`config.mk`:
```
export PLATFORM = sky130hd
export DESIGN_NAME = uart_cd_tx
export DESIGN_NICKNAME = d
export VERILOG_FILES = /design/src/rtl/uart_cd_pkg.sv /design/src/rtl/uart_cd_rxmon.sv /design/src/rtl/uart_cd_frame.sv /design/src/rtl/uart_cd_coll.sv /design/src/rtl/uart_cd_tx.sv
export SDC_FILE = /design/constraint.sdc
export NUM_CORES = 1
export LEC_CHECK = 0
export BUFFER_PORTS_ARGS = -buffer_cell sky130_fd_sc_hd__buf_2
export CORE_UTILIZATION = 24
export DETAILED_ROUTE_END_ITERATION = 16
export PLACE_DENSITY = 0.51
export SLEW_MARGIN = 20
export SYNTH_ARGS = -nofsm -noshare
export SYNTH_HDL_FRONTEND = slang
export SYNTH_SLANG_ARGS = --single-unit
```
`constraint.sdc`:
```
create_clock -name clk -period 2.7 [get_ports clk]
set_clock_uncertainty 0.1 [all_clocks]
set_input_delay 0 -clock clk [delete_from_list [all_inputs] [get_ports clk]]
set_output_delay 0 -clock clk [all_outputs]
set_load 0.1 [all_outputs]
```
`src/rtl/uart_cd_pkg.sv`:
```
package uart_cd_pkg;

  // Phase of the transmit frame
  typedef enum logic [1:0] {
    PH_IDLE  = 2'd0,
    PH_START = 2'd1,
    PH_DATA  = 2'd2,
    PH_STOP  = 2'd3
  } tx_phase_t;

  // Per-cycle decisions passed from the receive monitor
  typedef struct packed {
    logic start_go;   // begin a start bit at this edge
    logic sample_now; // compare txd with read-back at this edge
    logic rxd_eff;    // polarity-corrected read-back level
  } rx_evt_t;

endpackage

```
`src/rtl/uart_cd_rxmon.sv`:
```
module uart_cd_rxmon
  import uart_cd_pkg::*;
(
  input  logic    clk,
  input  logic    rst_n,
  input  logic    rxd,
  input  logic    rx_inv,
  input  logic    start_sel,
  input  logic    smp_sel,
  input  logic    bit_en,
  input  logic    smp_stb,
  input  logic    te,
  input  logic    tx_go,
  input  logic    busy,
  output rx_evt_t evt
);

  logic rx_eff;
  logic prev_q, prev_n;
  logic fall;
  logic cond;

  // polarity correction feeds both edge detection and comparison
  always_comb begin
    rx_eff = rxd ^ rx_inv;
    fall   = prev_q & ~rx_eff;
    cond   = te & tx_go;
    prev_n = rx_eff;
  end

  always_comb begin
    evt.rxd_eff    = rx_eff;
    evt.start_go   = ~busy & cond & (start_sel ? fall : bit_en);
    evt.sample_now = busy & (smp_sel ? smp_stb : bit_en);
  end

  always_ff @(posedge clk or negedge rst_n) begin
    if (!rst_n) begin
      prev_q <= 1'b1;
    end else begin
      prev_q <= prev_n;
    end
  end

endmodule

```
`src/rtl/uart_cd_frame.sv`:
```
module uart_cd_frame
  import uart_cd_pkg::*;
#(
  parameter int DATA_W = 9
) (
  input  logic              clk,
  input  logic              rst_n,
  input  logic              bit_en,
  input  logic              start_go,
  input  logic              te,
  input  logic [1:0]        len_sel,
  input  logic [DATA_W-1:0] tx_word,
  output logic              txd,
  output logic              busy
);

  localparam int MIN_BITS = DATA_W - 2;
  localparam int IDX_W    = (DATA_W > 1) ? $clog2(DATA_W) : 1;

  tx_phase_t         ph_q, ph_n;
  logic [IDX_W-1:0]  idx_q, idx_n;
  logic [DATA_W-1:0] sh_q, sh_n;
  logic              txd_q, txd_n;
  logic [IDX_W-1:0]  last_idx;
  int unsigned       nb_c;

  // number of data bits for this frame, clipped to the word width
  always_comb begin
    nb_c = 32'(MIN_BITS) + 32'(len_sel);
    if (nb_c > 32'(DATA_W)) nb_c = 32'(DATA_W);
    last_idx = IDX_W'(nb_c - 32'd1);
  end

  always_comb begin
    ph_n  = ph_q;
    idx_n = idx_q;
    sh_n  = sh_q;
    txd_n = txd_q;
    if (ph_q == PH_IDLE) begin
      txd_n = 1'b1;
      if (start_go) begin
        ph_n  = PH_START;
        txd_n = 1'b0;
        sh_n  = tx_word;
        idx_n = '0;
      end
    end else if (bit_en) begin
      if (!te) begin
        ph_n  = PH_IDLE;
        txd_n = 1'b1;
      end else begin
        case (ph_q)
          PH_START: begin
            ph_n  = PH_DATA;
            idx_n = '0;
            txd_n = sh_q[0];
          end
          PH_DATA: begin
            if (idx_q == last_idx) begin
              ph_n  = PH_STOP;
              txd_n = 1'b1;
            end else begin
              idx_n = idx_q + 1'b1;
              sh_n  = sh_q >> 1;
              txd_n = sh_q[1];
            end
          end
          default: begin
            ph_n  = PH_IDLE;
            txd_n = 1'b1;
          end
        endcase
      end
    end
  end

  always_ff @(posedge clk or negedge rst_n) begin
    if (!rst_n) begin
      ph_q  <= PH_IDLE;
      idx_q <= '0;
      sh_q  <= '0;
      txd_q <= 1'b1;
    end else begin
      ph_q  <= ph_n;
      idx_q <= idx_n;
      sh_q  <= sh_n;
      txd_q <= txd_n;
    end
  end

  assign txd  = txd_q;
  assign busy = (ph_q != PH_IDLE);

endmodule

```
`src/rtl/uart_cd_coll.sv`:
```
module uart_cd_coll (
  input  logic clk,
  input  logic rst_n,
  input  logic sample_now,
  input  logic txd,
  input  logic rxd_eff,
  input  logic auto_clr,
  input  logic irq_clr,
  input  logic te_set,
  input  logic te_clr,
  output logic coll_irq,
  output logic te
);

  logic mism;
  logic irq_q, irq_n;
  logic te_q, te_n;

  always_comb begin
    mism  = sample_now & (txd ^ rxd_eff);
    irq_n = irq_q;
    if (mism)         irq_n = 1'b1;
    else if (irq_clr) irq_n = 1'b0;
    te_n = te_q;
    if (mism && auto_clr) te_n = 1'b0;
    else if (te_clr)      te_n = 1'b0;
    else if (te_set)      te_n = 1'b1;
  end

  always_ff @(posedge clk or negedge rst_n) begin
    if (!rst_n) begin
      irq_q <= 1'b0;
      te_q  <= 1'b0;
    end else begin
      irq_q <= irq_n;
      te_q  <= te_n;
    end
  end

  assign coll_irq = irq_q;
  assign te       = te_q;

endmodule

```
`src/rtl/uart_cd_tx.sv`:
```
module uart_cd_tx
  import uart_cd_pkg::*;
#(
  parameter int DATA_W = 9
) (
  input  logic              clk,
  input  logic              rst_n,
  input  logic              bit_en,
  input  logic              smp_stb,
  input  logic [DATA_W-1:0] tx_word,
  input  logic              tx_go,
  input  logic              te_set,
  input  logic              te_clr,
  input  logic              irq_clr,
  input  logic [1:0]        len_sel,
  input  logic              smp_sel,
  input  logic              auto_clr,
  input  logic              start_sel,
  input  logic              rx_inv,
  input  logic              rxd,
  output logic              txd,
  output logic              coll_irq,
  output logic              te_o
);

  rx_evt_t evt;
  logic    busy;
  logic    te;
  logic    txd_w;

  uart_cd_rxmon u_rxmon (
    .clk       (clk),
    .rst_n     (rst_n),
    .rxd       (rxd),
    .rx_inv    (rx_inv),
    .start_sel (start_sel),
    .smp_sel   (smp_sel),
    .bit_en    (bit_en),
    .smp_stb   (smp_stb),
    .te        (te),
    .tx_go     (tx_go),
    .busy      (busy),
    .evt       (evt)
  );

  uart_cd_frame #(.DATA_W(DATA_W)) u_frame (
    .clk      (clk),
    .rst_n    (rst_n),
    .bit_en   (bit_en),
    .start_go (evt.start_go),
    .te       (te),
    .len_sel  (len_sel),
    .tx_word  (tx_word),
    .txd      (txd_w),
    .busy     (busy)
  );

  uart_cd_coll u_coll (
    .clk        (clk),
    .rst_n      (rst_n),
    .sample_now (evt.sample_now),
    .txd        (txd_w),
    .rxd_eff    (evt.rxd_eff),
    .auto_clr   (auto_clr),
    .irq_clr    (irq_clr),
    .te_set     (te_set),
    .te_clr     (te_clr),
    .coll_irq   (coll_irq),
    .te         (te)
  );

  assign txd  = txd_w;
  assign te_o = te;

endmodule

```
==> summary.txt <==
Logic synthesis
  • Synth Net Count: 134
  • EDFF count, synth: 0
  • Share of the yosys chip area belonging to registers: 42.1%
  • Synth Area in Compound Gates: 14.4%
  • Synth async-reset ratio: 100%
  • Simple-gate share of the synthesized area: 13.2%
  • Ys Warns: 0
  • Prevailing post-synth register cell: dfrtp_1
  • Ranking of synthesized cells by area: dfrtp_1 37%, mux2_2 16%, ha_1 5.5%
  • Share of Yosys cell area claimed by the top area cell type: 37.5%
  • Synth Instances: 105
  • Syn Area/Cell: 10.8 um^2
  • Synth Area in XOR/XNOR: 2.98%
  • Combinational family with the most area after synthesis: multiplexers
  • Yosys reg bits: 19
  • Netlist cell types: 34
  • Area of the mapped netlist: 1130 um^2
  • Largest area contributor in the netlist: dfrtp_1
  • Synth Area in Adders: 5.51%
  • Post-synthesis mux area share: 17.6%

Floorplan
  • Die height: 70.8 um
  • Die area: 5010 um^2
  • Starting Density: 25.5%
  • Die W: 70.8 um
  • I/O pins: 27
  • Core area: 4440 um^2
  • Rows: 24

Place
  • Post-DP Area: 1310 um^2
  • Buffers added on ports: 26
  • Routability Congestion: 0.848
  • Pre-CTS WS: 0.652 ns
  • Dpl hpwl: 1.77 mm

Layout
  • Final Cell Area: 1440 um^2
  • Final design utilization: 32.4%
  • Layout cells sized above 1: 38.3%
  • Fill count: 466
  • N_diodes: 0
  • FF/Latch Area: 478 um^2
  • Fin nets: 171
  • Area growth from synthesis to layout: 26.8%
  • Area of the multi-input gates: 611 um^2

STA
  • RSZ-0062 raised after global routing: no
  • Final worst path period share: 79.0%
  • Min Tclk post-route: 2.13 ns
  • Post-Route Setup TNS: 0 ns
  • Final hold vios: 0
  • Worst Hold Margin: 0.00155 ns
  • Finish-stage setup viols: 0
  • Highest Clock Rate: 0.469 GHz
  • Setup ws final: 0.568 ns
  • Relative slew slack: 67.5%
  • Worst-margin pin slew: 0.491 ns
  • Slew Viols, Final: 0

Power
  • P_leak: 0.646 nW
  • Maximum VDD drop: 0.451 mV
  • Power per cell area: 730 nW/um^2

CTS
  • H-tree levels: 1
  • Root buffer cell: clkbuf_8
  • Max Root-Sink Buffers: 2
  • CTS clk-pin slew, worst paths: 0.07 ns
  • Insertion delay to the later sink of the worst-skew pair: 0.25 ns
  • CTS tree: yes
  • TritonCTS Sinks: 19
  • CTS buffer count: 3

Routing
  • Residual DRC count: 4
  • DR vias/cell: 4.70
  • M1 WL: 1.11 mm
  • First-pass DRT Iterations: 10
  • Antenna viol nets, final: 0
  • Vias: 908
  • Starting DRT DRC Count: 19
  • Max layer used: met3
  • DR WL/cell: 12.0 um
  • Routed WL: 2.32 mm
  • Met3 wire length: 106 um
  • DR WL met2: 1.10 mm

Global routing
  • GRT Residual Overflow: 0
  • Number of global-route vias before repair: 895
  • Largest net degree at the start of global routing: 20
  • GRT Resource Usage Total: 9.43%
  • Antenna violations before repair: 0
  • First-pass GRT wire length: 3.85 mm

Outcome
  • Failing checks: design-rule violations
  • Status: finished with violations

Setup path
  • Slowest stage delay, CP: 0.56 ns
  • Critical path capture point type: flop
  • R2r setup slk: 0.57 ns
  • CP max FO: 13
  • Crit Path Class: reg2reg
  • WP data required: 2.73 ns
  • Startpoint Class: flop
  • Worst path cell trace: inv_1 -> ha_1 -> buf_4 -> nor3_1 -> a211oi_1 -> dlygate4sd3_1
  • CP arrival: 2.17 ns
  • CP max stage cell: dlygate4sd3_1

Job
  • Max_cap viols: 0

Hold path
  • HP Class: in2reg
==> cells in the mapped netlist (2+ instances only) <==
| cell type | count |
|---|---|
| dfstp_2 | 2 |
| ha_1 | 5 |
| inv_1 | 5 |
| nor3_1 | 3 |
| nand2_1 | 8 |
| nand2b_1 | 2 |
| nor2_1 | 6 |
| a211oi_1 | 2 |
| mux2_2 | 16 |
| buf_6 | 2 |
| mux2i_1 | 2 |
| a21oi_1 | 3 |
| dfrtp_1 | 17 |
| xnor2_1 | 2 |
| nor2b_1 | 2 |
| o21ai_0 | 9 |
| o22ai_1 | 2 |
==> routing by layer <==
| layer | global-route usage, % | vias to the layer above |
|---|---|---|
| li1 | - | 448 |
| met3 | 2.85 | 0 |
| met2 | 17.3 | 16 |
| met5 | 0 | - |
| met1 | 11.6 | 444 |
| met4 | 0 | 0 |
==> area by class of cell <==
cell class,instances,share of cell area [%]
clock inverter,1,0.522
tap,52,4.52
timing repair buffer,35,15.1
sequential,19,33.2
clock buffer,3,2.87
multi-input combinational,78,42.4
inverter,5,1.30
==> worst paths after layout <==
path                                             start                          end  cells past startpoint
max                        u_frame.ph_q[1]$_DFFE_PN0P_        u_coll.te$_DFFE_PN0P_                      6
min reg2reg                u_coll.coll_irq$_DFFE_PN0P_  u_coll.coll_irq$_DFFE_PN0P_                      1
min                                         tx_word[7]  u_frame.sh_q[7]$_DFFE_PN0P_                      3
max reg2reg                u_frame.ph_q[1]$_DFFE_PN0P_        u_coll.te$_DFFE_PN0P_                      6
max in group asynchronous                        rst_n     u_rxmon.prev_q$_DFF_PN1_                      2
min in group asynchronous                        rst_n  u_frame.sh_q[7]$_DFFE_PN0P_                      2
==> repair_timing <==
| item | CTS | global route |
|---|---|---|
| hold buffers | 7 | 1 |
| hold endpoints to repair | 23 | 1 |
| resized for setup | 0 | 0 |
| buffers inserted | 0 | 0 |
| endpoints found under the setup margin | 0 | 0 |
==> power breakdown <==
group / internal (mW) / switching, mW
registers: 0.375 / 0.0555
logic: 0.207 / 0.215
clock network: 0.104 / 0.0936
total: 0.686 / 0.364
==> state kept, by name, summed over array words and instances (netlist names) <==
name	cells
u_frame.sh_q	9
u_frame.idx_q	4
u_frame.ph_q	2
u_coll.coll_irq	1
u_coll.te	1
u_frame.txd	1
u_rxmon.prev_q	1
==> cell usage in the layout (no fill, tap or decap), types with 2 or more instances in the layout <==
| cell | synthesis | routed |
|---|---|---|
| dlygate4sd3_1 | 0 | 8 |
| buf_2 | 1 | 26 |
| ha_1 | 5 | 5 |
| inv_1 | 5 | 5 |
| mux2i_1 | 2 | 2 |
| xnor2_1 | 2 | 2 |
| nand2_1 | 8 | 8 |
| o21ai_0 | 9 | 9 |
| nand2b_1 | 2 | 2 |
| a21oi_1 | 3 | 3 |
| nor2b_1 | 2 | 2 |
| mux2_2 | 16 | 16 |
| a211oi_1 | 2 | 2 |
| nor2_1 | 6 | 6 |
| nor3_1 | 3 | 3 |
| dfrtp_1 | 17 | 17 |
| o22ai_1 | 2 | 2 |
| clkbuf_8 | 0 | 3 |
| dfstp_2 | 2 | 2 |
==> worst max-delay path, delay by kind of cell, from the launching register on <==
family	cells	cell delay, ns
fa+ha+maj	1	0.24
simple gates	1	0.28
compound gates	1	0.11
flops	1	0.43
buf+inv	3	0.86
==> through the flow <==
stage / instances / power [mW]
floorplan: 105 / 0.777
global placement: 181 / 0.836
detailed placement: 181 / 0.852
CTS: 192 / 1.07
global route: 193 / 1.13
finish: 193 / 1.05
==> kinds of logic (layout without fill, tap and decap cells) <==
logic type / Yosys count / after routing
adders and majority gates: 5 / 5
muxes: 18 / 18
buffers and inverters: 8 / 44
and+or+nand+nor: 28 / 28
DFF: 19 / 19
xor gates and xnor gates: 3 / 3
AOI/OAI and AO/OA: 24 / 24
(Power assumes the default switching activity.)
